===== config.mk =====
export PLATFORM = sky130hd
export DESIGN_NAME = insn_decoder
export DESIGN_NICKNAME = d
export VERILOG_FILES = /design/src/rtl/insn_dec_pkg.sv /design/src/rtl/insn_f1_table.sv /design/src/rtl/insn_field_split.sv /design/src/rtl/insn_ext_seq.sv /design/src/rtl/insn_decoder.sv
export SDC_FILE = /design/constraint.sdc
export NUM_CORES = 1
export LEC_CHECK = 0
export BUFFER_PORTS_ARGS = -buffer_cell sky130_fd_sc_hd__buf_4
export CORE_MARGIN = 4
export CORE_UTILIZATION = 40
export DETAILED_ROUTE_END_ITERATION = 6
export PLACE_DENSITY_LB_ADDON = 0.2
export SLEW_MARGIN = 10
export SYNTH_ARGS = -nofsm -noshare
export SYNTH_HDL_FRONTEND = slang
export SYNTH_SLANG_ARGS = --single-unit

===== constraint.sdc =====
create_clock -name clk_i -period 1.96 [get_ports clk_i]
set_clock_uncertainty 0.05 [all_clocks]
set_input_delay 0.392 -clock clk_i [delete_from_list [all_inputs] [get_ports clk_i]]
set_output_delay 0.392 -clock clk_i [all_outputs]
set_load 0.01 [all_outputs]

===== src/rtl/insn_dec_pkg.sv =====
package insn_dec_pkg;
  localparam int OPC_W      = 16;
  localparam int IMM_W      = 32;
  localparam int REG_W      = 4;
  localparam int OPER_W     = 8;
  localparam int LEN_W      = 3;
  localparam int F2_IMM_W   = 8;
  localparam int F3_OFF_W   = 10;
  localparam int COND_W     = 4;
  localparam int COND_N     = 1 << COND_W;
  localparam int F3_COND_OK = 10;
  localparam logic [LEN_W-1:0] LEN_SHORT = LEN_W'(2);
  localparam logic [LEN_W-1:0] LEN_LONG  = LEN_W'(6);

  typedef enum logic [1:0] {
    FORM_NONE = 2'd0,
    FORM_RR   = 2'd1,
    FORM_RI   = 2'd2,
    FORM_BR   = 2'd3
  } form_e;

  typedef struct packed {
    form_e             form;
    logic [OPER_W-1:0] oper;
    logic [REG_W-1:0]  ra;
    logic [REG_W-1:0]  rb;
    logic [IMM_W-1:0]  imm;
    logic [LEN_W-1:0]  len;
    logic              illegal;
  } dec_t;
endpackage


===== src/rtl/insn_f1_table.sv =====
module insn_f1_table
  import insn_dec_pkg::*;
(
  input  logic [OPER_W-1:0] oper_i,
  output logic              legal_o,
  output logic              long_o
);
  localparam logic [OPER_W-1:0] LO_END   = OPER_W'(8'h0e);
  localparam logic [OPER_W-1:0] HI_START = OPER_W'(8'h19);
  localparam logic [OPER_W-1:0] HI_END   = OPER_W'(8'h39);

  always_comb begin
    legal_o = (oper_i <= LO_END) || ((oper_i >= HI_START) && (oper_i <= HI_END));
    case (oper_i)
      8'h01, 8'h03, 8'h08, 8'h09, 8'h0c, 8'h0d,
      8'h1a, 8'h1b, 8'h1d, 8'h1f, 8'h20, 8'h22,
      8'h24, 8'h30, 8'h36, 8'h37, 8'h38, 8'h39: long_o = 1'b1;
      default:                                   long_o = 1'b0;
    endcase
  end
endmodule


===== src/rtl/insn_field_split.sv =====
module insn_field_split
  import insn_dec_pkg::*;
(
  input  logic [OPC_W-1:0] opcode_i,
  input  logic             f1_legal_i,
  input  logic             f1_long_i,
  output dec_t             dec_o,
  output logic             need_ext_o
);
  localparam int SEXT_W = IMM_W - F3_OFF_W - 1;

  logic [COND_N-1:0]   cond_ok;
  logic [F3_OFF_W-1:0] off;
  logic [COND_W-1:0]   cond;

  for (genvar c = 0; c < COND_N; c++) begin : g_cond
    if (c < F3_COND_OK) begin : g_ok
      assign cond_ok[c] = 1'b1;
    end else begin : g_bad
      assign cond_ok[c] = 1'b0;
    end
  end

  assign off  = opcode_i[F3_OFF_W-1:0];
  assign cond = opcode_i[13:10];

  always_comb begin
    dec_o      = '0;
    need_ext_o = 1'b0;
    dec_o.len  = LEN_SHORT;
    if (!opcode_i[15]) begin
      dec_o.form    = FORM_RR;
      dec_o.oper    = opcode_i[15:8];
      dec_o.ra      = opcode_i[7:4];
      dec_o.rb      = opcode_i[3:0];
      dec_o.illegal = !f1_legal_i;
      need_ext_o    = f1_legal_i && f1_long_i;
      if (need_ext_o) dec_o.len = LEN_LONG;
    end else if (!opcode_i[14]) begin
      dec_o.form = FORM_RI;
      dec_o.oper = OPER_W'(opcode_i[13:12]);
      dec_o.ra   = opcode_i[11:8];
      dec_o.imm  = IMM_W'(opcode_i[F2_IMM_W-1:0]);
    end else begin
      dec_o.form    = FORM_BR;
      dec_o.oper    = OPER_W'(cond);
      dec_o.imm     = {{SEXT_W{off[F3_OFF_W-1]}}, off, 1'b0};
      dec_o.illegal = !cond_ok[cond];
    end
  end
endmodule


===== src/rtl/insn_ext_seq.sv =====
module insn_ext_seq
  import insn_dec_pkg::*;
(
  input  logic             clk_i,
  input  logic             rst_ni,
  input  logic             op_valid_i,
  input  dec_t             dec_i,
  input  logic             need_ext_i,
  input  logic             ext_valid_i,
  input  logic [IMM_W-1:0] ext_word_i,
  output dec_t             out_o,
  output logic             valid_o
);
  logic busy_q, busy_d;
  dec_t pend_q, pend_d;
  dec_t out_q, out_d;
  logic vld_q, vld_d;

  always_comb begin
    busy_d = busy_q;
    pend_d = pend_q;
    out_d  = out_q;
    vld_d  = 1'b0;
    if (!busy_q) begin
      if (op_valid_i) begin
        if (need_ext_i && !ext_valid_i) begin
          busy_d = 1'b1;
          pend_d = dec_i;
        end else begin
          out_d = dec_i;
          if (need_ext_i) out_d.imm = ext_word_i;
          vld_d = 1'b1;
        end
      end
    end else if (ext_valid_i) begin
      out_d     = pend_q;
      out_d.imm = ext_word_i;
      busy_d    = 1'b0;
      vld_d     = 1'b1;
    end
  end

  always_ff @(posedge clk_i or negedge rst_ni) begin
    if (!rst_ni) begin
      busy_q <= 1'b0;
      pend_q <= '0;
      out_q  <= '0;
      vld_q  <= 1'b0;
    end else begin
      busy_q <= busy_d;
      pend_q <= pend_d;
      out_q  <= out_d;
      vld_q  <= vld_d;
    end
  end

  assign out_o   = out_q;
  assign valid_o = vld_q;

  p_wait_quiet_r8: assert property (@(posedge clk_i) disable iff (!rst_ni)
    (busy_q && !ext_valid_i) |=> !vld_q);
  p_ext_capture_r6: assert property (@(posedge clk_i) disable iff (!rst_ni)
    (busy_q && ext_valid_i) |=> (vld_q && out_q.imm == $past(ext_word_i)));
  p_short_next_r8: assert property (@(posedge clk_i) disable iff (!rst_ni)
    (!busy_q && op_valid_i && !need_ext_i) |=> vld_q);
  p_wait_ignore_r9: assert property (@(posedge clk_i) disable iff (!rst_ni)
    busy_q |=> (busy_q ? (pend_q == $past(pend_q)) : 1'b1));
  p_hold_r11: assert property (@(posedge clk_i) disable iff (!rst_ni)
    !vld_q |-> $stable(out_q));
endmodule


===== src/rtl/insn_decoder.sv =====
module insn_decoder
  import insn_dec_pkg::*;
(
  input  logic              clk_i,
  input  logic              rst_ni,
  input  logic              op_valid_i,
  input  logic [OPC_W-1:0]  opcode_i,
  input  logic              ext_valid_i,
  input  logic [IMM_W-1:0]  ext_word_i,
  output logic              dec_valid_o,
  output logic [1:0]        form_o,
  output logic [OPER_W-1:0] oper_o,
  output logic [REG_W-1:0]  reg_a_o,
  output logic [REG_W-1:0]  reg_b_o,
  output logic [IMM_W-1:0]  imm_o,
  output logic [LEN_W-1:0]  len_o,
  output logic              illegal_o
);
  logic f1_legal, f1_long, need_ext;
  dec_t dec_c, dec_r;

  insn_f1_table u_tab (
    .oper_i  (opcode_i[15:8]),
    .legal_o (f1_legal),
    .long_o  (f1_long)
  );

  insn_field_split u_split (
    .opcode_i   (opcode_i),
    .f1_legal_i (f1_legal),
    .f1_long_i  (f1_long),
    .dec_o      (dec_c),
    .need_ext_o (need_ext)
  );

  insn_ext_seq u_seq (
    .clk_i       (clk_i),
    .rst_ni      (rst_ni),
    .op_valid_i  (op_valid_i),
    .dec_i       (dec_c),
    .need_ext_i  (need_ext),
    .ext_valid_i (ext_valid_i),
    .ext_word_i  (ext_word_i),
    .out_o       (dec_r),
    .valid_o     (dec_valid_o)
  );

  assign form_o    = dec_r.form;
  assign oper_o    = dec_r.oper;
  assign reg_a_o   = dec_r.ra;
  assign reg_b_o   = dec_r.rb;
  assign imm_o     = dec_r.imm;
  assign len_o     = dec_r.len;
  assign illegal_o = dec_r.illegal;

  p_form_set_r1: assert property (@(posedge clk_i) disable iff (!rst_ni)
    dec_valid_o |-> (form_o != 2'd0));
  p_f2_imm_r3: assert property (@(posedge clk_i) disable iff (!rst_ni)
    (dec_valid_o && form_o == 2'd2) |-> (imm_o[IMM_W-1:F2_IMM_W] == '0 && reg_b_o == '0));
  p_f3_even_r4: assert property (@(posedge clk_i) disable iff (!rst_ni)
    (dec_valid_o && form_o == 2'd3) |-> (imm_o[0] == 1'b0));
  p_illegal_short_r7: assert property (@(posedge clk_i) disable iff (!rst_ni)
    (dec_valid_o && illegal_o) |-> (len_o == LEN_SHORT));
  p_len_pair_r6: assert property (@(posedge clk_i) disable iff (!rst_ni)
    dec_valid_o |-> (len_o == LEN_SHORT || len_o == LEN_LONG));
endmodule


=== After elaboration in Yosys (flattened, before gate mapping) ===
Memories as Yosys holds them, arrays and structs flattened.
Cells that the tools add are included.

* $lt $le $gt $ge: 4
* Equal/unequal tests: 2
* Muxes and demuxes: 26
* Bitwise gates (word level): 1
* Reduce and logical (&&, ||, !) cells: 11

{| class="wikitable"
|+ Operators with widths
! kind !! count
|-
| $mux W54 || 4
|-
| $mux W32 || 3
|-
| $mux W14 || 1
|-
| $mux W1 || 13
|-
| $mux W9 || 1
|-
| $ge A8 B5 Y1 const B || 1
|-
| $le A8 B4 Y1 const B || 1
|-
| $le A8 B6 Y1 const B || 1
|-
| $mux W4 || 2
|-
| $mux W3 || 2
|-
| $reduce_and A3 Y1 || 2
|-
| $lt A4 B5 Y1 const B || 1
|-
| $logic_and A1 B1 Y1 || 3
|-
| $logic_not A1 Y1 || 3
|-
| $logic_not A2 Y1 || 1
|-
| $ne A2 B1 Y1 const B || 1
|-
| $ne A2 B2 Y1 const B || 1
|-
| $reduce_bool A2 Y1 || 1
|-
| $logic_or A1 B1 Y1 || 1
|-
| $not A1 Y1 || 1
|}

* Register bits: 78
* Memory bits (read-only): 80
* Bits of input ports: 52
* Output and inout bits: 55
* Word-level logic and storage cells: 61
* Memories: 2

{| class="wikitable"
|+ Memories
! name !! depth !! width !! rd ports !! clocked after memory_dff !! write ports !! RTL line !! source
|-
| (no name shown) || 64 || 1 || 1 || 0 || 0 || insn_f1_table.sv:14 || <nowiki>case (oper_i)</nowiki>
|-
| (no name shown) || 16 || 1 || 1 || 0 || 0 || insn_field_split.sv:48 || <nowiki>dec_o.illegal = !cond_ok[cond];</nowiki>
|}

=== Logic depth before layout (Yosys ltp) ===
* Word-level depth: 9
* Depth in mapped cells: 8
* Gate-level depth less buffers: 6

=== By module ===
From an unflattened synthesis, not the netlist that was laid out.

* Cells, all modules: 328
* Area, all modules: 4306.6 sq um

{| class="wikitable"
|+ By module, submodules not included
! module !! times used !! cells each !! area each (sq um)
|-
| insn_ext_seq || 1 || 228 || 3608.5
|-
| insn_field_split || 1 || 80 || 555.5
|-
| insn_f1_table || 1 || 20 || 142.6
|}

=== Worst setup path before layout ===
No wires, ideal clock.

* Path kind: in2reg
* Start point: input opcode_i[13]
* End point: register u_seq.out_q, in the netlist u_seq.out_o[36]
* Setup time: 125 ps
* Arrival: 1964 ps
* Required time: 1785 ps
* Setup slack: -180 ps
* Cell stages on the path: 8
* Path buffers: 2
* Path through: buf_4 > nor2_2 > a311o_1 > a211o_1 > o21ai_4 > inv_4 > buf_12 > mux2_4

* Word-level cells in the longest chain between the ends: 8
* Elaborated cells on any way between the ends: 12
* Classes of those cells: order compare: 3; eq/ne: 1; mux: 2; reduce/logical: 5; memory: 1

{| class="wikitable"
|+ Ends and longest elaborated chain
! element !! RTL line !! source
|-
| from (decl) || insn_decoder.sv:7 || <nowiki>input logic [OPC_W-1:0] opcode_i,</nowiki>
|-
| parallel branches: the longest is 3 deep, another holds $mem_v2 Z64 W1 || - ||
|-
| $logic_and A1 B1 Y1 (*) || insn_field_split.sv:37 || <nowiki>need_ext_o = f1_legal_i && f1_long_i;</nowiki>
|-
| $mux W1 (*) || insn_field_split.sv:31 || <nowiki>if (!opcode_i[15]) begin</nowiki>
|-
| $logic_and A1 B1 Y1 (*) || insn_ext_seq.sv:26 || <nowiki>if (need_ext_i && !ext_valid_i) begin</nowiki>
|-
| $ne A2 B1 Y1 (no line) (*) || - ||
|-
| $reduce_and A3 Y1 (no line) (*) || - ||
|-
| to (signal assigned) || insn_ext_seq.sv:52 || <nowiki>out_q <= out_d;</nowiki>
|-
| to (decl) || insn_ext_seq.sv:16 || <nowiki>dec_t out_q, out_d;</nowiki>
|}

Mark *: on every way between the ends.
A chain may end at the register's enable or synchronous reset.

=== Worst setup path in the final report ===
* Start point: input opcode_i[10]
* End point: register u_seq.out_q, in the netlist u_seq.out_o[26]

* Word-level cells in the longest chain between the ends: 9
* Elaborated cells on any way between the ends: 16
* Classes of those cells: order compare: 3; eq/ne: 1; mux: 6; reduce/logical: 5; memory: 1

{| class="wikitable"
|+ Ends and longest elaborated chain
! element !! RTL line !! source
|-
| parallel branches: the longest is 3 deep, another holds $mem_v2 Z64 W1 || - ||
|-
| $logic_and A1 B1 Y1 (*) || insn_field_split.sv:37 ||
|-
| $mux W1 (*) || insn_field_split.sv:31 ||
|-
| $mux W32 || insn_ext_seq.sv:31 || <nowiki>if (need_ext_i) out_d.imm = ext_word_i;</nowiki>
|-
| $mux W54 || insn_ext_seq.sv:26 ||
|-
| $mux W54 || insn_ext_seq.sv:25 || <nowiki>if (op_valid_i) begin</nowiki>
|-
| $mux W54 || insn_ext_seq.sv:24 || <nowiki>if (!busy_q) begin</nowiki>
|}

Mark *: on every way between the ends. The select of a mux whose other input is x is not followed.

==> impl_table.tex <==
\begin{tabular}{lr}
\hline
Metric & Value \\
\hline
\multicolumn{2}{l}{\textbf{Pwr}} \\
\quad Power share of the sequential group & 44.1\% \\
\quad Clock network fraction of total power & 28.2\% \\
\quad Total power of the final layout & 4.399 mW \\
\quad Power dissipated by switching net loads & 1.308 mW \\
\quad Worst IR drop on VDD & 0.0006232 V \\
\quad Leakage component of the power & 2.542 nW \\
\quad Switching share of total power & 29.73\% \\
\quad Int Pwr & 3.091 mW \\
\quad Power per standard cell area & 836.9 mW/mm\^{}2 \\
\quad Part of the power in combinational logic & 27.7\% \\
\multicolumn{2}{l}{\textbf{Route}} \\
\quad First DRT Iteration DRCs & 134 \\
\quad Number of nets with antenna violations after routing & 0 \\
\quad Overall routed net length & 9655 um \\
\quad Final routed DRC violation total & 0 \\
\quad Detailed-route via count & 3070 \\
\quad Detail-routed net length per standard cell & 16.56 um \\
\quad Length of the first detailed-routing pass in iterations & 4 \\
\quad Number of vias per cell after detailed routing & 5.266 \\
\multicolumn{2}{l}{\textbf{Worst setup path}} \\
\quad Element type at the critical path start & primary input \\
\quad Most Frequent Cell on Critical Path & buf\_4 \\
\quad Series of cell instances along the critical path & buf\_4, nor2\_1, o21ai\_0, a211o\_1, o21ai\_4, inv\_4, buf\_4, o221a\_2 \\
\quad Critical Path End Type & register \\
\quad WP data arrival & 1.98 ns \\
\quad Peak per-stage delay on the critical path & 0.37 ns \\
\quad Bufs and invs on worst path & 3 \\
\quad Highest-delay cell along the critical path & a211o\_1 \\
\quad Critical Path Start & opcode\_i[10] \\
\quad Max Fanout on Critical Path & 16 \\
\quad Family with the most delay on the worst path & compound AO/OA/AOI/OAI gates \\
\quad Required time of the critical path & 2.14 ns \\
\quad Launching point of the worst reg2reg path & u\_seq.busy\_q\$\_DFF\_PN0\_ \\
\quad CP Class & in -> reg \\
\multicolumn{2}{l}{\textbf{Die}} \\
\quad Number of standard-cell rows in the floorplan & 35 \\
\quad Placeable core region & 0.009196 mm\^{}2 \\
\quad Die span in x & 104.9 um \\
\quad Floorplan die height & 104.9 um \\
\quad Effective utilization at floorplan & 40.82\% \\
\quad Io pins & 107 \\
\quad Die outline area & 0.01100 mm\^{}2 \\
\multicolumn{2}{l}{\textbf{Yosys}} \\
\quad Most area-hungry cell type in the Yosys netlist & dfrtp\_1 \\
\quad Synthesized instance count & 339 \\
\quad FF+latch count, synth & 74 \\
\quad Synth warnings & 0 \\
\quad Post-Syn Area per Cell & 11.07 um\^{}2 \\
\quad Synthesized cell area & 0.003754 mm\^{}2 \\
\quad Library cell with the highest instance count after synthesis & dfrtp\_1 \\
\quad Top FF cell, synth & dfrtp\_1 \\
\quad Count of flip-flops with a built-in enable after synthesis & 0 \\
\quad Leading cell types by count after synthesis & dfrtp\_1 (74), mux2\_2 (29), inv\_1 (23), nor2\_1 (23), o221a\_2 (22) \\
\quad Synth unique cells & 43 \\
\quad Sequential cell area fraction in the yosys report & 49.33\% \\
\quad Share of the synthesized area in the top cell type & 49.33\% \\
\quad Share of async-settable or async-resettable flops after synthesis & 100.0\% \\
\quad Biggest area contributors in the synthesized netlist & dfrtp\_1 (49\%), mux2\_2 (8.7\%), o221a\_2 (6.6\%) \\
\multicolumn{2}{l}{\textbf{Place}} \\
\quad Sum of net half-perimeters after detailed placement & 7161 um \\
\quad Count of port buffers added during placement & 104 \\
\quad Placed instance area & 0.005039 mm\^{}2 \\
\quad Final GP Congestion & 0.8400 \\
\multicolumn{2}{l}{\textbf{Worst hold path}} \\
\quad Hold Path Origin & ext\_valid\_i \\
\quad Class of the tightest hold or removal check & in -> reg \\
\multicolumn{2}{l}{\textbf{Finish}} \\
\quad Fillers & 816 \\
\quad Number of antenna repair diodes & 0 \\
\quad Net total in the final layout & 519 \\
\quad Area added between synthesis and finish & 40.03\% \\
\quad Layout cell share with drive strength beyond 1 & 48.09\% \\
\quad Post-route core utilization & 57.16\% \\
\quad Post-route cell area & 0.005256 mm\^{}2 \\
\multicolumn{2}{l}{\textbf{Flow run}} \\
\quad Number of violations of the max-capacitance limit & 0 \\
\multicolumn{2}{l}{\textbf{Global routing}} \\
\quad Via count of the first global-routing pass & 3126 \\
\quad First-pass GRT wire length & 15990 um \\
\quad Global-route usage over all layers & 18.06\% \\
\quad Initial antenna violation count & 0 \\
\quad Pin count of the biggest net entering global routing & 34 \\
\quad Overflow left after global routing & 0 \\
\multicolumn{2}{l}{\textbf{Clock network}} \\
\quad Clock tree from TritonCTS & yes \\
\quad Number of clock sinks & 74 \\
\quad Max Root-Sink Buffers & 2 \\
\quad Number of H-tree branching levels & 3 \\
\quad TritonCTS Buffers & 9 \\
\quad Reg clk slew, reported paths & 0.08 ns \\
\quad Clock insertion delay at the later pin of the skew report & 0.35 ns \\
\quad Clock tree root buffer cell & clkbuf\_8 \\
\quad Post-CTS setup repair buffer count & 0 \\
\multicolumn{2}{l}{\textbf{Timing}} \\
\quad Number of setup violations in the final report & 0 \\
\quad Shortest period the worst path allows & 1.800 ns \\
\quad Fin. Hold Viols & 0 \\
\quad Maximum clock rate & 555.5 MHz \\
\quad Unrepaired setup endpoints after global routing & false \\
\quad Max-slew violation count & 0 \\
\quad Share of the clock period used by the worst path after layout & 91.84\% \\
\multicolumn{2}{l}{\textbf{Status}} \\
\quad Run status & finished clean \\
\hline
\end{tabular}
==> repair_timing <==
action / CTS / global route
setup endpoints to repair: 0 / 0
hold endpoints to repair: 29 / 0
resized for setup: 0 / 0
hold buffers: 1 / 0
==> layout make-up <==
type | instances | area [um^2] | area share, %
sequential | 74 | 1852 | 35.23
multi-input combinational | 213 | 1803 | 34.30
timing repair buffer | 144 | 1159 | 22.04
tap | 111 | 138.9 | 2.642
clock buffer | 9 | 123.9 | 2.357
inverter | 25 | 96.34 | 1.833
clock inverter | 7 | 83.83 | 1.595
==> cells by family after synthesis <==
kind of cell / Yosys count / synth area share [%]
buffers and inverters: 53 / 7.133
AO/OA/AOI/OAI: 92 / 18.70
flip-flops: 74 / 49.33
AND/OR/NAND/NOR: 69 / 8.967
other: 1 / 0.09990
multiplexers: 50 / 15.77
==> power by group through the flow <==
stage	Clock [mW]	Combinational (mW)	Sequential, mW
floorplan	0	0.591	2.02
global placement	0	1.21	1.96
detailed placement	0	1.23	1.97
CTS	1.27	1.23	1.94
global route	1.33	1.32	1.98
finish	1.24	1.22	1.94
==> layer usage <==
metal | part of all wire (%) | track usage [%] | vias to the layer above
met5 | 0 | 0 | -
li1 | - | - | 1485
met1 | 46 | 23.99 | 1500
met2 | 49 | 29.47 | 71
met4 | 1.6 | 5.061 | 0
met3 | 3.9 | 4.385 | 14
==> placed cells by master, fill, tap and decap left out, drive strengths merged <==
cell type | netlist | routed
nor2 | 24 | 24
a311oi | 2 | 2
a2bb2oi | 3 | 3
nor2b | 7 | 7
a21o | 1 | 1
nand3 | 4 | 4
o31a | 1 | 1
clkinv | 1 | 3
a211oi | 14 | 14
dfrtp | 74 | 74
nand4 | 1 | 1
o21ai | 16 | 16
and2 | 4 | 4
clkbuf | 12 | 9
dlygate4sd3 | 0 | 1
nand2b | 6 | 6
and3 | 1 | 1
conb | 1 | 2
buf | 16 | 143
o221a | 22 | 22
and4b | 1 | 1
clkinvlp | 0 | 1
o22ai | 3 | 3
or3 | 3 | 3
a21oi | 21 | 21
inv | 24 | 27
a22o | 1 | 1
nor3 | 7 | 7
mux2i | 10 | 10
bufinv | 0 | 1
mux2 | 40 | 40
a221oi | 1 | 1
a31oi | 4 | 4
a311o | 1 | 1
o22a | 1 | 1
a211o | 1 | 1
nand2 | 11 | 11
==> registers in the layout, indices dropped and copies added (netlist names) <==
| name | count |
|---|---|
| u_seq.busy_q | 1 |
| u_seq.out_o | 52 |
| u_seq.pend_q | 20 |
| u_seq.valid_o | 1 |
==> worst paths after layout <==
check	depth (start not counted)	endpoint	slack [ns]
setup / recovery	8	u_seq.out_o[26]$_DFFE_PN0P_	0.16
hold / removal	2	u_seq.busy_q$_DFF_PN0_	0.22
setup reg to reg	5	u_seq.pend_q[41]$_DFFE_PN0P_	0.20
hold reg to reg	2	u_seq.pend_q[52]$_DFFE_PN0P_	0.41
max in group asynchronous	3	u_seq.pend_q[48]$_DFFE_PN0P_	0.87
min in group asynchronous	2	u_seq.out_o[39]$_DFFE_PN0P_	0.46
==> through the flow <==
step / setup TNS, ns / std cells / hold slack, ns / worst slack (ns)
2_1_floorplan: -4.680 / 340 / 0.04641 / -0.1500
3_3_place_gp: -5.064 / 566 / 0.3108 / -0.1478
3_5_place_dp: -6.965 / 566 / 0.3107 / -0.2043
4_1_cts: 0 / 583 / 0.2069 / 0.1681
5_1_grt: 0 / 583 / 0.2267 / 0.03313
6_report: 0 / 583 / 0.2205 / 0.1599
Note: power is estimated with default switching activity, not from simulation.
